## config.mk

```make
export PLATFORM = sky130hd
export DESIGN_NAME = rsm_trail_check
export DESIGN_NICKNAME = d
export VERILOG_FILES = /design/src/rtl/rsm_pkg.sv /design/src/rtl/rsm_trail_check.sv
export SDC_FILE = /design/constraint.sdc
export NUM_CORES = 1
export LEC_CHECK = 0
export BUFFER_PORTS_ARGS = -buffer_cell sky130_fd_sc_hd__buf_2
export CAP_MARGIN = 20
export CORE_AREA = 2 2 65 67
export DETAILED_ROUTE_END_ITERATION = 8
export DIE_AREA = 0 0 67 69
export PLACE_DENSITY = 0.76
export SLEW_MARGIN = 20
export SYNTH_ARGS = -nofsm -noshare
export SYNTH_HDL_FRONTEND = slang
export SYNTH_SLANG_ARGS = --single-unit
```

## constraint.sdc

```tcl
create_clock -name clk -period 2.13 [get_ports clk]
set_clock_uncertainty 0.1 [all_clocks]
set_input_delay 0.213 -clock clk [delete_from_list [all_inputs] [get_ports clk]]
set_output_delay 0.213 -clock clk [all_outputs]
set_load 0.02 [all_outputs]
```

## src/rtl/rsm_pkg.sv

```systemverilog
// Package: shared defaults and types for the redundant stream memory checker.
// Assumes: all modules take widths as parameters and use these values only as defaults.
package rsm_pkg;
    localparam int unsigned DEF_ADDR_W = 16;
    localparam int unsigned DEF_DATA_W = 32;
    localparam int unsigned DEF_DEPTH  = 8;

    // Which side drives the single memory port in a given cycle.
    typedef enum logic [1:0] {
        PORT_IDLE     = 2'd0,
        PORT_LEAD_RD  = 2'd1,
        PORT_TRAIL_WR = 2'd2
    } port_owner_e;
endpackage

```

## src/rtl/rsm_trail_check.sv

```systemverilog
// Module: rsm_trail_check
// Compares each accepted trailing operation with the oldest queued leading record,
// decides whether a trailing store may commit, and holds the sticky error flag.
// Assumes: the *_fire inputs are only high when the matching queue is non-empty.
module rsm_trail_check #(
    parameter int unsigned ADDR_W = rsm_pkg::DEF_ADDR_W,
    parameter int unsigned DATA_W = rsm_pkg::DEF_DATA_W
) (
    input  logic              clk,
    input  logic              rst_n,
    input  logic              ld_fire,
    input  logic [ADDR_W-1:0] ld_addr,
    input  logic [ADDR_W-1:0] rec_ld_addr,
    input  logic              st_fire,
    input  logic [ADDR_W-1:0] st_addr,
    input  logic [DATA_W-1:0] st_data,
    input  logic [ADDR_W-1:0] rec_st_addr,
    input  logic [DATA_W-1:0] rec_st_data,
    input  logic              br_fire,
    input  logic              br_taken,
    input  logic [ADDR_W-1:0] br_target,
    input  logic              rec_br_taken,
    input  logic [ADDR_W-1:0] rec_br_target,
    output logic              st_commit,
    output logic              err_flag
);
    logic ld_bad, st_bad, br_bad;

    // Classify each trailing operation against its recorded counterpart.
    always_comb begin
        ld_bad    = ld_fire && (ld_addr != rec_ld_addr);
        st_bad    = st_fire && ((st_addr != rec_st_addr) || (st_data != rec_st_data));
        br_bad    = br_fire && ((br_taken != rec_br_taken) || (br_target != rec_br_target));
        st_commit = st_fire && !st_bad;
    end

    // Latch any disagreement until reset.
    always_ff @(posedge clk) begin
        if (!rst_n) begin
            err_flag <= 1'b0;
        end else if (ld_bad || st_bad || br_bad) begin
            err_flag <= 1'b1;
        end
    end

    AST_STORE_MISMATCH: assert property (@(posedge clk) disable iff (!rst_n)
        (st_fire && (st_data != rec_st_data)) |=> err_flag);
    AST_BRANCH_MISMATCH: assert property (@(posedge clk) disable iff (!rst_n)
        (br_fire && (br_target != rec_br_target)) |=> err_flag);
    AST_LOAD_ADDR_MISMATCH: assert property (@(posedge clk) disable iff (!rst_n)
        (ld_fire && (ld_addr != rec_ld_addr)) |=> err_flag);
    AST_ERR_STICKY: assert property (@(posedge clk) disable iff (!rst_n)
        err_flag |=> err_flag);
endmodule

```

==> results.sh, run 1 <==
export IMPL_run_status="finished, final reports clean"
export IMPL_grt_antenna_before_repair=0
export IMPL_grt_max_degree=3
export IMPL_drt_iter0_drc=9
export IMPL_critical_path_required_ns=1.82
export IMPL_wl_um=3350
export IMPL_die_h_um=69
export IMPL_total_power_w=0.000320
export IMPL_fin_util=0.467
export IMPL_ys_types=12
export IMPL_drc=0
export IMPL_final_min_clock_period_ns=1.81
export IMPL_final_area_sq_mm=0.00183
export IMPL_largest_reg_flops=1
export IMPL_worstSetupPathType="input port to output pin"
export IMPL_setup_viol=0
export IMPL_clk_pin_slew_worst_paths_ns=0
export IMPL_fin_nets=451
export IMPL_max_cap_violations=0
export IMPL_report_final_hold_viol_count=0
export IMPL_crit_fanout=2
export IMPL_avgSynthCellArea_sq_um=8.11
export IMPL_cp_end_kind="output pin"
export IMPL_coreArea_sq_mm=0.00391
export IMPL_die_area_sq_mm=0.00462
export IMPL_postCtsHoldBufs=0
export IMPL_worst_setup_path_start_kind="input port"
export IMPL_grt_util_all_layers=0.131
export IMPL_fmax_ghz=0.551
export IMPL_hold_path_class="input port to flip-flop"
export IMPL_final_common_cell="buf_2"
export IMPL_slew_viol_final=0
export IMPL_start_util=0.236
export IMPL_syn_inst=114
export IMPL_rsz0062_at_grt="no"
export IMPL_ys_ff_latch=1
export IMPL_vias_per_cell=4.22
export IMPL_cp_slowest_cell="nor4_1"
export IMPL_wire_per_inst_um=10.1
export IMPL_io_pins=169
export IMPL_cp_arrival_ns=1.50
export IMPL_regArea_sq_um=20.0
export IMPL_grt_ovfl_total=0
export IMPL_synth_nets=281
export IMPL_clock_latency_ns=0
export IMPL_port_buffers=168
export IMPL_core_rowCount=23
export IMPL_relSlewSlack=0.769
export IMPL_synth_area_sq_um=925
export IMPL_grt_pass1_wl_um=5020
export IMPL_area_growth_synth_to_final_pct=97.7
export IMPL_reg_top3="err_flag x1"
export IMPL_cp_cell_sequence="buf_2 -> xor2_1 -> nor4_1 -> nand4_1 -> nor4_1 -> buf_2"
export IMPL_cts_resized=0
export IMPL_top_register="err_flag"
export IMPL_die_w_um=67
export IMPL_powerDensity_mw_per_mm2=175
export IMPL_n_fill_cell=400
export IMPL_grt_pass1_vias=1366
export IMPL_multi_input_area_sq_um=897
export IMPL_post_dp_cell_area_sq_mm=0.00183
export IMPL_place_congestion=0.759
export IMPL_drtPass1Iterations=2
export IMPL_ys_warn_count=0
export IMPL_post_dp_hpwl_um=3230
export IMPL_fin_tns_setup_ns=0
export IMPL_seq_area_frac_synth=0.0217
export IMPL_leakage_nw=1.04
export IMPL_tightest_slew_ns=0.342
export IMPL_post_route_period_util=0.852
export IMPL_mostFrequentLayoutCells="168 x buf_2, 77 x xor2_1, 19 x nor4_1"
export IMPL_drtAntennaViolNets=0
export IMPL_cts_setup_buffers=0
export IMPL_vias=1400
export IMPL_ir_worst_vdd_uv=80.3
export IMPL_drive_above_1_share=0.596
export IMPL_diodes=0
export IMPL_max_stage_delay_ns=0.34
==> path summary, 6_finish.rpt <==
| path | end | depth (start not counted) | slack (ns) | startpoint |
|---|---|---|---|---|
| worst max-delay path | st_commit | 6 | 0.32 | rec_st_addr[4] |
| worst min-delay path | err_flag | 3 | 0.34 | rst_n |
| worst max register to register | err_flag | 2 | 1.41 | err_flag |
| worst min register to register | err_flag | 2 | 0.41 | err_flag |
==> Yosys cell counts <==
master	instances	area, sq um
xnor2_1	4	35.0
inv_1	2	7.51
dfxtp_1	1	20.0
nand4_1	5	31.3
a31oi_1	1	6.26
o41ai_1	1	8.76
xor2_1	77	674
nand3_1	1	5.00
a21oi_1	1	5.00
nor4_1	19	119
o31ai_1	1	7.51
nor3_1	1	5.00
==> cells by family after synthesis <==
logic type                Yosys count  synth area share
AOI/OAI and AO/OA                   4            0.0298
xor gates and xnor gates           81             0.767
buffers and inverters               2           0.00812
DFF                                 1            0.0217
and+or+nand+nor                    26             0.173
==> cell type report <==
cell class,count,share of cell area
multi-input cells,111,0.491
inverters,2,0.00411
well taps,50,0.0342
repair buffers,168,0.460
flip-flops and latches,1,0.0110
==> where the power goes <==
part / leakage [nW] / switching [W] / internal [W]
combinational: 1.03 / 0.000118 / 0.000181
clock: 0 / 0 / 0
sequential: 0.00844 / 0.000000674 / 0.0000204
==> critical path: cells and delay by family <==
family	cells	cell delay, ns
and+or+nand+nor	3	0.81
buffers and inverters	2	0.33
xor gates and xnor gates	1	0.15
==> metrics by stage <==
stage | cells | setup WS [ns] | hold slack (ns)
floorplan | 114 | 0.345 | 0.222
global placement | 332 | 0.200 | 0.335
detailed placement | 332 | 0.293 | 0.345
CTS | 332 | 0.277 | 0.345
global route | 332 | 0.186 | 0.385
finish | 332 | 0.315 | 0.341
==> metal layers <==
metal  track usage  up-vias  wire (um)
met5             0        -          0
li1              -      734          -
met3        0.0163        4        451
met4        0.0159        0         40
met2         0.285      102       1800
met1         0.121      560       1060
Note: power is estimated with default switching activity, not from simulation.
==> run 2: changes to the inputs <==
--- a/config.mk
+++ b/config.mk
@@ -7,10 +7,10 @@
 export LEC_CHECK = 0
 export BUFFER_PORTS_ARGS = -buffer_cell sky130_fd_sc_hd__buf_2
 export CAP_MARGIN = 20
-export CORE_AREA = 2 2 65 67
+export CORE_MARGIN = 8
+export CORE_UTILIZATION = 29
 export DETAILED_ROUTE_END_ITERATION = 8
-export DIE_AREA = 0 0 67 69
-export PLACE_DENSITY = 0.76
+export PLACE_DENSITY = 0.9
 export SLEW_MARGIN = 20
 export SYNTH_ARGS = -nofsm -noshare
 export SYNTH_HDL_FRONTEND = slang
==> run 2 against run 1 <==
Cell area decreased by 0.41%. Utilization rose by 13 points. Hold slack got worse by 0.0051 ns. Largest power group unchanged. Via count grew 3.8%. Critical path type unchanged. Register-to-register slack got worse by 0.03 ns. Sequential share of layout area hardly changed. Setup slack improved by 0.076 ns. Sequential power about the same. Wire length increased by 35%. Die area grew 14%. Critical path depth did not move. Power up 0.95%.
==> results.sh, run 2 (synthesis results as in run 1) <==
export IMPL_leakage_nw=1.04
export IMPL_hold_path_class="input port to flip-flop"
export IMPL_grt_antenna_before_repair=0
export IMPL_die_w_um=72.5
export IMPL_post_dp_hpwl_um=4390
export IMPL_max_cap_violations=0
export IMPL_fmax_ghz=0.575
export IMPL_area_growth_synth_to_final_pct=96.9
export IMPL_wire_per_inst_um=13.8
export IMPL_grt_busiest_layer="met2"
export IMPL_fin_util=0.596
export IMPL_largest_reg_flops=1
export IMPL_drive_above_1_share=0.596
export IMPL_cts_resized=0
export IMPL_grt_ovfl_total=0
export IMPL_vias_per_cell=4.46
export IMPL_coreArea_sq_mm=0.00305
export IMPL_setup_viol=0
export IMPL_grtUsageMet3=0.0937
export IMPL_final_common_cell="buf_2"
export IMPL_critical_path_required_ns=1.82
export IMPL_total_power_w=0.000323
export IMPL_wl_um=4510
export IMPL_core_rowCount=20
export IMPL_regToRegSetupSlack_ns=1.38
export IMPL_die_h_um=72.5
export IMPL_grt_util_all_layers=0.158
export IMPL_mostFrequentLayoutCells="168 x buf_2, 77 x xor2_1, 19 x nor4_1"
export IMPL_powerDensity_mw_per_mm2=177
export IMPL_run_status="finished, final reports clean"
export IMPL_io_pins=169
export IMPL_drt_iter0_drc=14
export IMPL_cp_arrival_ns=1.43
export IMPL_cp_cell_sequence="buf_2 -> xor2_1 -> nor4_1 -> nand4_1 -> nor4_1 -> buf_2"
export IMPL_grt_max_degree=3
export IMPL_final_min_clock_period_ns=1.74
export IMPL_drtPass1Iterations=2
export IMPL_report_final_hold_viol_count=0
export IMPL_fin_tns_setup_ns=0
export IMPL_worst_setup_path_start_kind="input port"
export IMPL_tightest_slew_ns=0.337
export IMPL_clock_latency_ns=0
export IMPL_ir_worst_vdd_uv=91.1
export IMPL_cp_end_kind="output pin"
export IMPL_clk_pin_slew_worst_paths_ns=0
export IMPL_drtAntennaViolNets=0
export IMPL_crit_fanout=2
export IMPL_relSlewSlack=0.772
export IMPL_grt_pass1_wl_um=6870
export IMPL_place_congestion=0.819
export IMPL_cpLargestDelayFamily="simple AND/OR/NAND/NOR gates"
export IMPL_cp_slowest_cell="nor4_1"
export IMPL_fin_nets=451
export IMPL_drc=0
export IMPL_n_fill_cell=267
export IMPL_top_register="err_flag"
export IMPL_max_stage_delay_ns=0.31
export IMPL_vias=1453
export IMPL_grt_met1_usage=0.130
export IMPL_post_dp_cell_area_sq_mm=0.00182
export IMPL_port_buffers=168
export IMPL_final_area_sq_mm=0.00182
export IMPL_reg_top3="err_flag x1"
export IMPL_worstSetupPathType="input port to output pin"
export IMPL_rsz0062_at_grt="no"
export IMPL_cts_setup_buffers=0
export IMPL_grt_use_met2=0.324
export IMPL_post_route_period_util=0.816
export IMPL_start_util=0.303
export IMPL_path_buf_inv=2
export IMPL_die_area_sq_mm=0.00525
export IMPL_grt_pass1_vias=1611
export IMPL_slew_viol_final=0
export IMPL_postCtsHoldBufs=0
export IMPL_diodes=0
run 2: final cells by class:
cell class                      instances  area, sq um  share of cell area
Multi-Input combinational cell        111          897               0.493
Timing Repair Buffer                  168          841               0.462
Tap cell                               44         55.1              0.0302
Sequential cell                         1         20.0              0.0110
Inverter                                2         7.51             0.00412
run 2: layer usage:
metal,wire (um),up-vias
li1,-,734
met4,0,0
met1,1320,621
met5,0,-
met2,2420,98
met3,769,0
run 2: final timing paths:
| kind | startpoint | to | cells past startpoint |
|---|---|---|---|
| worst min register to register | err_flag | err_flag | 2 |
| worst min-delay path | rst_n | err_flag | 3 |
| worst max register to register | err_flag | err_flag | 2 |
| worst max-delay path | rec_st_data[21] | st_commit | 6 |
run 2: worst min-delay path, stage by stage:
cell and delay [ns]:
buf_2 0.10, inv_1 0.04, a31oi_1 0.03
run 2: power breakdown:
part           switching (W)  internal [W]
Clock                      0             0
Sequential       0.000000747     0.0000204
Combinational       0.000121      0.000181
Total               0.000121      0.000201
run 2: per-stage QoR:
stage / setup WS [ns] / hold WS, ns / std cells
finish: 0.391 / 0.335 / 326
global placement: 0.332 / 0.338 / 326
CTS: 0.351 / 0.343 / 326
floorplan: 0.345 / 0.222 / 114
global route: 0.187 / 0.351 / 326
detailed placement: 0.356 / 0.342 / 326
